<file path="config.mk">
export PLATFORM = sky130hd
export DESIGN_NAME = link_rx_recovery
export DESIGN_NICKNAME = d
export VERILOG_FILES = /design/src/rtl/link_rx_pkg.sv /design/src/rtl/rx_violation_detect.sv /design/src/rtl/rx_ackid_tracker.sv /design/src/rtl/rx_lreq_timer.sv /design/src/rtl/link_rx_recovery.sv
export SDC_FILE = /design/constraint.sdc
export NUM_CORES = 1
export LEC_CHECK = 0
export ABC_AREA = 1
export BUFFER_PORTS_ARGS = -buffer_cell sky130_fd_sc_hd__buf_4
export CAP_MARGIN = 20
export CORE_UTILIZATION = 40
export DETAILED_ROUTE_END_ITERATION = 7
export GPL_TIMING_DRIVEN = 0
export PLACE_DENSITY_LB_ADDON = 0.05
export SLEW_MARGIN = 15
export SYNTH_ARGS = -nofsm -noshare
export SYNTH_HDL_FRONTEND = slang
export SYNTH_SLANG_ARGS = --single-unit
</file>
<file path="constraint.sdc">
create_clock -name clk -period 1.65 [get_ports clk]
set_input_delay 0.0825 -clock clk [delete_from_list [all_inputs] [get_ports clk]]
set_output_delay 0.0825 -clock clk [all_outputs]
set_load 0.01 [all_outputs]
</file>
<file path="src/rtl/link_rx_pkg.sv">
package link_rx_pkg;

  typedef enum logic [1:0] {
    ST_NORMAL     = 2'd0,
    ST_RETRY_STOP = 2'd1,
    ST_ERR_STOP   = 2'd2
  } rx_state_e;

endpackage

</file>
<file path="src/rtl/rx_violation_detect.sv">
module rx_violation_detect #(
  parameter int ACKID_W  = 6,
  parameter int NUM_PRIO = 4,
  localparam int PRIO_W  = (NUM_PRIO > 1) ? $clog2(NUM_PRIO) : 1
) (
  input  logic                pkt_valid,
  input  logic [ACKID_W-1:0]  pkt_ackid,
  input  logic [PRIO_W-1:0]   pkt_prio,
  input  logic [ACKID_W-1:0]  exp_ackid,
  input  logic                pkt_crc_err,
  input  logic                pkt_bad_char,
  input  logic                pkt_too_long,
  input  logic [NUM_PRIO-1:0] buf_avail,
  input  logic                cs_crc_err,
  input  logic                idle_bad_char,
  input  logic                cancel_by_rfr,
  input  logic                ack_bad_id,
  input  logic                ack_timeout,
  output logic                pkt_violation,
  output logic                link_violation,
  output logic                buf_ok
);

  logic [2:0] pkt_flags;
  logic [4:0] link_flags;
  logic       ackid_bad;

  assign pkt_flags  = {pkt_crc_err, pkt_bad_char, pkt_too_long};
  assign link_flags = {cs_crc_err, idle_bad_char, cancel_by_rfr, ack_bad_id, ack_timeout};
  assign ackid_bad  = (pkt_ackid != exp_ackid);

  always_comb begin
    pkt_violation  = pkt_valid && ((|pkt_flags) || ackid_bad);
    link_violation = |link_flags;
  end

  // per-priority buffer select, one term per priority
  logic [NUM_PRIO-1:0] prio_hit;
  for (genvar p = 0; p < NUM_PRIO; p++) begin : g_prio
    assign prio_hit[p] = (pkt_prio == PRIO_W'(p)) && buf_avail[p];
  end
  assign buf_ok = |prio_hit;

endmodule

</file>
<file path="src/rtl/rx_ackid_tracker.sv">
module rx_ackid_tracker #(
  parameter int ACKID_W = 6
) (
  input  logic               clk,
  input  logic               rst_n,
  input  logic               advance,
  output logic [ACKID_W-1:0] exp_ackid
);

  logic [ACKID_W-1:0] exp_q;
  logic [ACKID_W-1:0] exp_d;

  always_comb begin
    exp_d = exp_q + ACKID_W'(1);
  end

  always_ff @(posedge clk or negedge rst_n) begin
    if (!rst_n) begin
      exp_q <= '0;
    end else if (advance) begin
      exp_q <= exp_d;
    end
  end

  assign exp_ackid = exp_q;

  AST_ACKID_HOLD: assert property (@(posedge clk) disable iff (!rst_n)
    !$past(advance) |-> $stable(exp_q));

endmodule

</file>
<file path="src/rtl/rx_lreq_timer.sv">
module rx_lreq_timer #(
  parameter int LREQ_TIMEOUT = 16,
  localparam int CNT_W = (LREQ_TIMEOUT > 1) ? $clog2(LREQ_TIMEOUT) : 1
) (
  input  logic clk,
  input  logic rst_n,
  input  logic clear,
  input  logic tick,
  output logic fatal
);

  logic [CNT_W-1:0] cnt_q, cnt_d;
  logic             fatal_q, fatal_d;
  logic             at_limit;
  logic             expire;

  assign at_limit = (cnt_q == CNT_W'(LREQ_TIMEOUT - 1));
  assign expire   = tick && at_limit;

  always_comb begin
    cnt_d   = cnt_q;
    fatal_d = fatal_q | expire;
    if (clear) begin
      cnt_d = '0;
    end else if (tick && !at_limit) begin
      cnt_d = cnt_q + CNT_W'(1);
    end
  end

  always_ff @(posedge clk or negedge rst_n) begin
    if (!rst_n) begin
      cnt_q   <= '0;
      fatal_q <= 1'b0;
    end else begin
      cnt_q   <= cnt_d;
      fatal_q <= fatal_d;
    end
  end

  assign fatal = fatal_q;

  AST_TIMER_BOUND: assert property (@(posedge clk) disable iff (!rst_n)
    cnt_q <= CNT_W'(LREQ_TIMEOUT - 1));

endmodule

</file>
<file path="src/rtl/link_rx_recovery.sv">
module link_rx_recovery
  import link_rx_pkg::*;
#(
  parameter int ACKID_W      = 6,
  parameter int NUM_PRIO     = 4,
  parameter int LREQ_TIMEOUT = 16,
  localparam int PRIO_W      = (NUM_PRIO > 1) ? $clog2(NUM_PRIO) : 1
) (
  input  logic                clk,
  input  logic                rst_n,
  input  logic                pkt_valid,
  input  logic [ACKID_W-1:0]  pkt_ackid,
  input  logic [PRIO_W-1:0]   pkt_prio,
  input  logic                pkt_crc_err,
  input  logic                pkt_bad_char,
  input  logic                pkt_too_long,
  input  logic [NUM_PRIO-1:0] buf_avail,
  input  logic                cs_crc_err,
  input  logic                idle_bad_char,
  input  logic                cancel_by_rfr,
  input  logic                ack_bad_id,
  input  logic                ack_timeout,
  input  logic                rfr_rcvd,
  input  logic                lreq_rcvd,
  output logic                pkt_accept,
  output logic                send_retry,
  output logic                send_pna,
  output logic                send_lresp,
  output logic [ACKID_W-1:0]  lresp_ackid,
  output logic                err_event,
  output logic                retry_stopped,
  output logic                error_stopped,
  output logic                fatal_err
);

  rx_state_e          state_q, state_d;
  logic [ACKID_W-1:0] exp_ackid;
  logic               pkt_violation, link_violation, buf_ok;
  logic               acc_d, rty_d, pna_d, lresp_d, evt_d;
  logic               acc_q, rty_q, pna_q, lresp_q, evt_q;
  logic               timer_tick;

  rx_violation_detect #(
    .ACKID_W  (ACKID_W),
    .NUM_PRIO (NUM_PRIO)
  ) i_detect (
    .pkt_valid      (pkt_valid),
    .pkt_ackid      (pkt_ackid),
    .pkt_prio       (pkt_prio),
    .exp_ackid      (exp_ackid),
    .pkt_crc_err    (pkt_crc_err),
    .pkt_bad_char   (pkt_bad_char),
    .pkt_too_long   (pkt_too_long),
    .buf_avail      (buf_avail),
    .cs_crc_err     (cs_crc_err),
    .idle_bad_char  (idle_bad_char),
    .cancel_by_rfr  (cancel_by_rfr),
    .ack_bad_id     (ack_bad_id),
    .ack_timeout    (ack_timeout),
    .pkt_violation  (pkt_violation),
    .link_violation (link_violation),
    .buf_ok         (buf_ok)
  );

  rx_ackid_tracker #(
    .ACKID_W (ACKID_W)
  ) i_tracker (
    .clk       (clk),
    .rst_n     (rst_n),
    .advance   (acc_d),
    .exp_ackid (exp_ackid)
  );

  assign timer_tick = (state_q == ST_ERR_STOP) && !lreq_rcvd;

  rx_lreq_timer #(
    .LREQ_TIMEOUT (LREQ_TIMEOUT)
  ) i_timer (
    .clk   (clk),
    .rst_n (rst_n),
    .clear (pna_d),
    .tick  (timer_tick),
    .fatal (fatal_err)
  );

  // next-state and request decisions
  always_comb begin
    state_d = state_q;
    acc_d   = 1'b0;
    rty_d   = 1'b0;
    pna_d   = 1'b0;
    lresp_d = 1'b0;
    evt_d   = 1'b0;
    unique case (state_q)
      ST_NORMAL: begin
        if (link_violation || pkt_violation) begin
          state_d = ST_ERR_STOP;
          pna_d   = 1'b1;
          evt_d   = 1'b1;
        end else if (pkt_valid) begin
          if (buf_ok) begin
            acc_d = 1'b1;
          end else begin
            state_d = ST_RETRY_STOP;
            rty_d   = 1'b1;
          end
        end
      end
      ST_RETRY_STOP: begin
        if (link_violation) begin
          state_d = ST_ERR_STOP;
          pna_d   = 1'b1;
          evt_d   = 1'b1;
        end else if (rfr_rcvd) begin
          state_d = ST_NORMAL;
        end
      end
      ST_ERR_STOP: begin
        if (lreq_rcvd) begin
          state_d = ST_NORMAL;
          lresp_d = 1'b1;
        end
      end
      default: state_d = ST_NORMAL;
    endcase
  end

  always_ff @(posedge clk or negedge rst_n) begin
    if (!rst_n) begin
      state_q <= ST_NORMAL;
      acc_q   <= 1'b0;
      rty_q   <= 1'b0;
      pna_q   <= 1'b0;
      lresp_q <= 1'b0;
      evt_q   <= 1'b0;
    end else begin
      state_q <= state_d;
      acc_q   <= acc_d;
      rty_q   <= rty_d;
      pna_q   <= pna_d;
      lresp_q <= lresp_d;
      evt_q   <= evt_d;
    end
  end

  assign pkt_accept    = acc_q;
  assign send_retry    = rty_q;
  assign send_pna      = pna_q;
  assign send_lresp    = lresp_q;
  assign err_event     = evt_q;
  assign lresp_ackid   = exp_ackid;
  assign retry_stopped = (state_q == ST_RETRY_STOP);
  assign error_stopped = (state_q == ST_ERR_STOP);

  AST_ACCEPT_ADVANCES: assert property (@(posedge clk) disable iff (!rst_n)
    pkt_accept |-> (lresp_ackid == $past(lresp_ackid) + ACKID_W'(1)));
  AST_RETRY_ON_ENTRY: assert property (@(posedge clk) disable iff (!rst_n)
    $rose(retry_stopped) |-> send_retry);
  AST_PNA_ON_ENTRY: assert property (@(posedge clk) disable iff (!rst_n)
    $rose(error_stopped) |-> (send_pna && err_event));
  AST_LRESP_EXITS: assert property (@(posedge clk) disable iff (!rst_n)
    send_lresp |-> (!error_stopped && $past(error_stopped)));
  AST_FATAL_IN_ERR: assert property (@(posedge clk) disable iff (!rst_n)
    $rose(fatal_err) |-> error_stopped);
  AST_ACCEPT_ONLY_NORMAL: assert property (@(posedge clk) disable iff (!rst_n)
    pkt_accept |-> $past(!retry_stopped && !error_stopped));
  AST_EVENT_ONE_CYCLE: assert property (@(posedge clk) disable iff (!rst_n)
    err_event |=> !err_event);

endmodule

</file>
[After elaboration in Yosys (flattened, before gate mapping)]
Index checks and enable logic that the tools add are counted.
Operators by class
  reduce and logical (&&, ||, !) cells: 19
  bitwise logic cells: 1
  mux-type cells: 22
  $add $sub $neg: 2
  equal/unequal tests: 11
Operators with widths (number)
  $mux 1: 12
  $mux 2: 6
  $logic_and 1x1->1: 8
  $mux 4: 2
  $add 6x1->6 const B: 1
  $eq 2x2->1 const B: 3
  $ne 3x3->1 const B: 2
  $ne 6x6->1: 1
  $pmux 2 s3: 1
  $reduce_or 5->1: 1
  $add 4x1->4 const B: 1
  $eq 2x1->1 const B: 2
  $eq 4x4->1 const B: 1
  $logic_not 2->1: 2
  $reduce_and 4->1: 1
  $reduce_or 4->1: 1
  $ne 3x2->1 const B: 1
  $reduce_or 3->1: 1
  $logic_not 1->1: 2
  $logic_or 1x1->1: 2
  $ne 2x2->1 const B: 1
  $pmux 1 s2: 1
  $reduce_bool 2->1: 1
  $or 1x1->1: 1
Storage, ports and cells
  logic and storage cells: 63
  input port bits: 25
  register bits: 17
  output and inout bits: 14

[Depth between registers and ports, before layout]
Gate-level depths: netlist of the first run.
  depth in word-level cells: 7
  depth in mapped cells: 11
  depth with buffers taken out: 11

[By module]
From an unflattened synthesis of the first run, not the netlist that was laid out.
Second synthesis, totals
  cell total of the unflattened synthesis: 145
  area total of the unflattened synthesis: 999.7 µm²
Modules (own cells, without submodules)
  rx_ackid_tracker: cells an instance 32, area each 287.8 µm², seq. area each 150.1 µm², times used 1
  link_rx_recovery: cells an instance 34, area each 266.5 µm², seq. area each 150.1 µm², times used 1
  rx_lreq_timer: cells an instance 33, area each 262.8 µm², seq. area each 125.1 µm², times used 1
  rx_violation_detect: cells an instance 46, area each 182.7 µm², seq. area each 0.0 µm², times used 1

[Worst setup path before layout of the first run]
No wires, ideal clock.
  path type: register to register
  start point: register i_tracker.exp_q[0] (netlist: i_tracker.exp_ackid[0])
  end point: register i_tracker.exp_q[2] (netlist: i_tracker.exp_ackid[2])
  path buffers: 0
  required time: 1.534 ns
  data arrival time: 1.195 ns
  clock period less this slack: 1.312 ns
  library setup time: 0.116 ns
  slack: 0.338 ns
  cell stages (with the launch flop): 10
  cells stage by stage: dfrtp_1 > inv_1 > nand2_1 > nand2_1 > nor2_1 > nand2_1 > o21ai_1 > nand4_1 > nand2_1 > nand2_1
Between the ends
  word-level cells in the longest chain between the ends: 6
  elaborated cells between the ends (all ways): 7
  classes of those cells: 1 x add/sub; 1 x eq/ne; 2 x mux; 3 x reduce/logical
Ends and longest elaborated chain
  from (decl): line rx_ackid_tracker.sv:10  | logic [ACKID_W-1:0] exp_q;
  from (signal assigned): line rx_ackid_tracker.sv:21  | exp_q <= exp_d;
  $ne 6x6->1: line rx_violation_detect.sv:30  | assign ackid_bad = (pkt_ackid != exp_ackid);
  $logic_or 1x1->1: line rx_violation_detect.sv:33  | pkt_violation = pkt_valid && ((|pkt_flags) || ackid_bad);
  $logic_and 1x1->1: line rx_violation_detect.sv:33
  $logic_or 1x1->1: line link_rx_recovery.sv:96  | if (link_violation || pkt_violation) begin
  $mux 1: line link_rx_recovery.sv:96
  $mux 1: line link_rx_recovery.sv:94  | unique case (state_q)
Several ways; a longest one is shown, not always the timed one.
A chain may end at the register's enable or synchronous reset.

[Worst setup path in the final report of the first run]
  start point: register i_tracker.exp_q[0] (netlist: i_tracker.exp_ackid[0])
  end point: register i_tracker.exp_q[5] (netlist: i_tracker.exp_ackid[5])
The elaborated chain is that of the path after synthesis.

==> results of run 1 <==
==> placed cells by master (no fill, tap or decap) <==
cell,netlist,layout
a21oi_1,5,5
buf_4,1,39
clkbuf_4,0,3
clkinv_1,1,1
clkinvlp_4,0,1
dfrtp_1,17,17
dlygate4sd3_1,0,1
ha_1,2,2
inv_1,22,22
inv_2,3,3
nand2_1,49,49
nand2_2,1,1
nand3_1,6,6
nand3_2,2,2
nand4_1,3,3
nand4_2,2,2
nor2_1,15,15
nor2_2,1,1
nor2_4,2,2
nor3_1,4,4
o21ai_1,1,1
o21bai_1,1,1
xnor2_1,1,1
xor2_1,7,7
==> cells in the mapped netlist <==
master | n | area share
nand2_1 | 49 | 0.17
inv_1 | 22 | 0.078
dfrtp_1 | 17 | 0.40
nor2_1 | 15 | 0.054
xor2_1 | 7 | 0.058
nand3_1 | 6 | 0.029
a21oi_1 | 5 | 0.024
nor3_1 | 4 | 0.019
inv_2 | 3 | 0.011
nand4_1 | 3 | 0.018
ha_1 | 2 | 0.024
nand3_2 | 2 | 0.019
nand4_2 | 2 | 0.024
nor2_4 | 2 | 0.021
buf_4 | 1 | 0.0071
clkinv_1 | 1 | 0.0036
nand2_2 | 1 | 0.0059
nor2_2 | 1 | 0.0059
o21ai_1 | 1 | 0.0048
o21bai_1 | 1 | 0.0071
xnor2_1 | 1 | 0.0083
==> repair_timing <==
| action | CTS | global route |
|---|---|---|
| hold buffers | 1 | 0 |
| resized for setup | 0 | 0 |
| hold endpoints to repair | 17 | 0 |
==> stage by stage <==
stage / utilization / instance area (um2) / hold WS (ps)
floorplan: - / 1052 / -213.1
global placement: 0.5551 / 1375 / -37.33
detailed placement: 0.5551 / 1375 / -35.42
CTS: 0.5712 / 1415 / 52.75
global route: 0.5712 / 1415 / 57.20
finish: 0.5712 / 1415 / 60.04
==> layout make-up <==
type / count / area share
multi-input cells: 102 / 0.3687
flip-flops and latches: 17 / 0.3006
repair buffers: 39 / 0.2087
inverters: 26 / 0.06897
well taps: 30 / 0.02653
clock buffers: 3 / 0.01592
clock inverters: 1 / 0.005305
plain buffers: 1 / 0.005305
==> routing by layer <==
metal / GRT usage / vias up / part of all wire
li1: - / 535 / -
met1: 0.1947 / 475 / 0.44
met2: 0.3104 / 24 / 0.51
met4: 0.03947 / 0 / 0.0044
met5: 0 / - / 0
met3: 0.06034 / 2 / 0.046
==> power by group <==
group | leakage (uW) | switching [uW] | internal, uW
logic | 0.000584 | 201 | 171
registers | 0.000225 | 45.1 | 467
clock network | 0.0000139 | 145 | 92.3
total | 0.000823 | 392 | 731
==> registers in the layout, indices dropped and copies added, names as in the netlist <==
signal and cells:
err_event 1, i_timer.cnt_q 4, i_timer.fatal 1, i_tracker.exp_ackid 6, pkt_accept 1, send_lresp 1
send_retry 1, state_q 2
==> worst reg2reg max path, cell delays in order (launching register included) <==
cell and delay, ps:
dfrtp_1 440, inv_1 90, nand2_1 60, nand2_1 50, nor2_1 80, nand2_1 110
o21ai_1 190, nand4_1 200, nand2_1 110, nand2_1 60
==> worst paths after layout <==
| path | from | to | slack [ps] | cells past startpoint |
|---|---|---|---|---|
| worst max register to register | i_tracker.exp_ackid[0]$_DFFE_PN0P_ | i_tracker.exp_ackid[5]$_DFFE_PN0P_ | 160 | 9 |
| max in group asynchronous | rst_n | state_q[0]$_DFFE_PN0P_ | 1270 | 2 |
| worst min register to register | i_timer.fatal$_DFF_PN0_ | i_timer.fatal$_DFF_PN0_ | 490 | 1 |
| worst max-delay path | i_tracker.exp_ackid[0]$_DFFE_PN0P_ | i_tracker.exp_ackid[5]$_DFFE_PN0P_ | 160 | 9 |
| worst min-delay path | lreq_rcvd | send_lresp$_DFF_PN0_ | 60 | 3 |
| min in group asynchronous | rst_n | state_q[1]$_DFFE_PN0P_ | 180 | 2 |
==> kinds of logic (layout without fill, tap and decap cells) <==
logic type      Yosys count  count (layout)  synth area share
xor+xnor                  8               8           0.06659
simple gates             85              85            0.3698
fa+ha+maj                 2               2           0.02378
flops                    17              17            0.4043
buf+inv                  27              70           0.09988
compound gates            7               7           0.03567
==> run metrics, run 1 <==
MaxCap Viol Count 0; vias per cell 4.731; register area roughly 430 um2; Port Buffers 38; pre-CTS WS about 180 ps; normalized max-slew margin 0.8059; All-Layer GR Usage 0.1739; syn_nets 173; placed cells ~210; Largest stage delay, worst path 440 ps; pwr/cell area 793.3 nW/um2; Fmax 669.8 MHz; sequential area share after synthesis 0.4043; Post-Route Setup TNS 0 ps; Max rail drop VDD 0.7055 mV; CP delay by family, top simple AND/OR/NAND/NOR gates; first-pass GRT wire length 3.539 mm; WL per Instance 10.38 um; Worst setup EP type flip-flop; routed wire length roughly 2.3 mm; Finished Layout Cells 219; count of cell types in the netlist 21; WS Path Type flip-flop to flip-flop; H-tree depth 1; vias in the first global route 853; worst path required time 1840 ps; fin. max-slew vios 0; RSZ-0062 raised after global routing no; root buf cell clkbuf_4; # DRC 0; DRT iter0 DRCs 26; min Tclk post-route 1493 ps; Worst Max-Slew Pin Slew ~290 ps; status complete, no violations; Die Span Y 53.29 um; CP max-delay cell dfrtp_1; Core Region 2477 um2; antenna violations before repair 0; Setup violations, final 0; Die X 53.29 um; Synth Area per Inst 7.207 um2; area of the mapped netlist 1052 um2; Rows 18; synth-to-layout area growth 34.48%; total power around 1100 uW; Layout fillers 252; WP buf/inv 1; synth warn 0; DR vias 1,036; Crit path top cell by count nand2_1; die area 2840 um2; clk sinks 17; worst path cell trace inv_1 > nand2_1 > nand2_1 > nor2_1 > nand2_1 > o21ai_1 > nand4_1 > nand2_1 > nand2_1; Antenna Cells 0; Period Utilization, post-route 0.9049; final antenna-violating net count 0; #FFs+latches synth 17; total iterations of the first detailed-routing run 3; Worst setup SP type flip-flop; CP Data Arrival Time 1690 ps; Clock Skews 10.67 ps; TritonCTS Buffers 3; HP Class primary input to flip-flop; CTS tree yes; Post-CTS Setup Repair Bufs 0; Starting Density 0.4247; Lkg Pwr 0.0008233 uW; layout cell share with drive strength beyond 1 0.2857; Final Hold Vio Count 0; largest net degree at the start of global routing 18; Final nets 217; io pins 39; Max clock buf depth 2; Multi-input gate area 521.8 um2; Final WS setup 157.0 ps; clock slew at reported path FFs 110 ps; Clock Latency Late Sink 300 ps; grt ovf 0; global placement routability congestion about 0.7; CP max FO 5; HPWL after detailed placement 1.770 mm; Cells after Synth about 150
No activity file was read; power rests on OpenSTA's default activity.
==> inputs of run 2 (changes only) <==
--- a/config.mk
+++ b/config.mk
@@ -8,6 +8,7 @@
 export ABC_AREA = 1
 export BUFFER_PORTS_ARGS = -buffer_cell sky130_fd_sc_hd__buf_4
 export CAP_MARGIN = 20
+export CORE_ASPECT_RATIO = 1.4
 export CORE_UTILIZATION = 40
 export DETAILED_ROUTE_END_ITERATION = 7
 export GPL_TIMING_DRIVEN = 0
==> run 2 against run 1 <==
Against the previous run:
- critical path depth down 1
- first-iteration DRC count decreased by 62%
- wire length shrank 2.4%
- clock power down 5%
- non-clock buffer count rose by 1
- sequential cell count unchanged
- setup slack worse by 0.97 ps
==> run metrics, run 2 (synthesis results as in run 1) <==
All-Layer GR Usage 0.1812 (+0.007332); io pins 39 (unchanged); Starting Density 0.4306 (+0.005872); switch share 0.3361 (-0.01299); MaxCap Viol Count 0 (unchanged); Max clock buf depth 2 (unchanged); largest net degree at the start of global routing 18 (unchanged); CP max-delay cell dfrtp_1; Clock Skews 4.702 ps (-5.971 ps); CP delay by family, top simple AND/OR/NAND/NOR gates; Antenna Cells 0 (unchanged); die area 2842 um2 (about the same); vias in the first global route 975 (+14%); vias per cell 4.527 (-4.3%); Crit path top cell by count nand2_1; status complete, no violations; WS Path Type flip-flop to flip-flop; pwr/cell area 772.2 nW/um2 (-2.7%); Die X 45.35 um (-15%); Rows 21 (+3); RSZ-0062 raised after global routing no; WP buf/inv 1 (unchanged); Fmax 669.4 MHz (about the same); Post-Route Setup TNS 0 ps (unchanged); Core Region 2444 um2 (-1.4%); R2R Setup Slk 160 ps (about the same); HP Class primary input to flip-flop; Final nets 218 (+0.46%); Port Buffers 38 (unchanged); HPWL after detailed placement 1.805 mm (+2.0%); Layout fillers 244 (-3.2%); max reg flops 6 (unchanged); CP max FO 5 (unchanged); normalized max-slew margin 0.8052 (about the same); Largest stage delay, worst path 440 ps (about the same); min Tclk post-route 1494 ps (+0.9740 ps); synth-to-layout area growth 35.79%; clock slew at reported path FFs 100 ps (about the same); most frequent cells in the layout nand2_1, buf_4, inv_1, dfrtp_1, nor2_1; grt ovf 0 (unchanged); pre-CTS WS 116.1 ps (-67.60 ps); routed wire length 2.220 mm (-2.4%); Die Span Y 62.69 um (+18%); # DRC 0 (unchanged); DRT iter0 DRCs 10 (-62%); Clock Latency Late Sink 290 ps (about the same); H-tree depth 1 (unchanged); Final WS setup 156.0 ps (-0.9740 ps); Cell Int Power 732.6 uW (+0.26%); total power 1103 uW (-1.7%); Worst setup SP type flip-flop; global placement routability congestion 0.7917 (+12%); CTS tree yes; first-pass GRT wire length 3.836 mm (+8.4%); combinational share of power 0.336 (+0.004); WL per Instance 9.911 um (-4.6%); clk sinks 17 (unchanged); Period Utilization, post-route 0.9054 (about the same); Final Hold Vio Count 0 (unchanged); Psw 370.8 uW (-5.4%); total iterations of the first detailed-routing run 4 (+1); CP Data Arrival Time 1680 ps (about the same); clock power share 0.204 (-0.008); Worst setup EP type flip-flop; worst path required time 1840 ps (about the same); DR vias 1,014 (-2.1%); layout cell share with drive strength beyond 1 0.2947 (+0.009023); placed cells 218 (+1.9%); Finished Layout Cells 224 (+2.3%); Flop pwr share 0.460 (+0.004); worst path cell trace inv_1 > nand2_1 > nand2_1 > nand3_2 > o21ai_2 > nand4_1 > nand2_1 > nand2_1; antenna violations before repair 0 (unchanged); Setup violations, final 0 (unchanged); TritonCTS Buffers 3 (unchanged); final antenna-violating net count 0 (unchanged); Max rail drop VDD 0.6161 mV (-13%); commonest non-fill, non-tap cell in the layout nand2_1; Lkg Pwr 0.0008282 uW (+0.59%); Worst Max-Slew Pin Slew 291.1 ps (+1.104 ps); root buf cell clkbuf_4; fin. max-slew vios 0 (unchanged)
run 2: changes by cell type in the layout (fill, tap and decap cells not counted):
cell	previous run	this run
dfrtp_2	0	1
dfrtp_1	17	16
clkinvlp_4	1	0
clkbuf_1	0	1
buf_4	39	40
o21ai_2	0	1
o21ai_1	1	0
run 2: final cells by class:
| cell class | instances | area (um2) | area share |
|---|---|---|---|
| multi-input combinational | 102 | 525.5 | 0.3678 |
| sequential | 17 | 426.7 | 0.2986 |
| timing repair buffer | 40 | 302.8 | 0.2119 |
| inverter | 26 | 97.59 | 0.06830 |
| tap | 34 | 42.54 | 0.02977 |
| clock buffer | 4 | 26.28 | 0.01839 |
| buffer | 1 | 7.507 | 0.005254 |
run 2: routing by layer:
| metal | vias to the layer above | track usage | routed length (um) |
|---|---|---|---|
| li1 | 534 | - | - |
| met1 | 459 | 0.2048 | 923 |
| met2 | 17 | 0.3188 | 1200 |
| met3 | 4 | 0.02601 | 56 |
| met4 | 0 | 0.07955 | 40 |
| met5 | - | 0 | 0 |
run 2: worst paths after layout:
| path | to | startpoint | cells past startpoint |
|---|---|---|---|
| max in group asynchronous | i_tracker.exp_ackid[1]$_DFFE_PN0P_ | rst_n | 2 |
| min in group asynchronous | send_retry$_DFF_PN0_ | rst_n | 2 |
| min | send_retry$_DFF_PN0_ | pkt_valid | 3 |
| min reg2reg | i_timer.fatal$_DFF_PN0_ | i_timer.fatal$_DFF_PN0_ | 1 |
| max | i_tracker.exp_ackid[4]$_DFFE_PN0P_ | i_tracker.exp_ackid[3]$_DFFE_PN0P_ | 8 |
| max reg2reg | i_tracker.exp_ackid[4]$_DFFE_PN0P_ | i_tracker.exp_ackid[3]$_DFFE_PN0P_ | 8 |
run 2: through the flow:
step / instance area, um2 / hold slack, ps / utilization
global placement: 1380 / -40.60 / 0.5648
detailed placement: 1380 / -36.23 / 0.5648
floorplan: 1052 / -213.1 / -
finish: 1429 / 63.74 / 0.5847
CTS: 1416 / 50.62 / 0.5796
global route: 1429 / 60.17 / 0.5847
run 2: repair_timing:
item / in CTS / in global routing
hold buffers: 1 / 0
buffers inserted: 0 / 1
resized for setup: 0 / 2
setup endpoints to repair: 0 / 5
hold endpoints to repair: 17 / 0
run 2: power groups by stage:
| stage | Clock, uW | Combinational [uW] | Sequential, uW |
|---|---|---|---|
| 2_1_floorplan | 0 | 204 | 519 |
| 6_report | 225 | 370 | 508 |
| 5_1_grt | 258 | 423 | 513 |
| 3_3_place_gp | 0 | 363 | 514 |
| 4_1_cts | 235 | 375 | 508 |
| 3_5_place_dp | 0 | 373 | 516 |
run 2: tightest hold or removal path: stages:
cell and delay (ps):
buf_4 140, nand4_1 80, inv_1 30
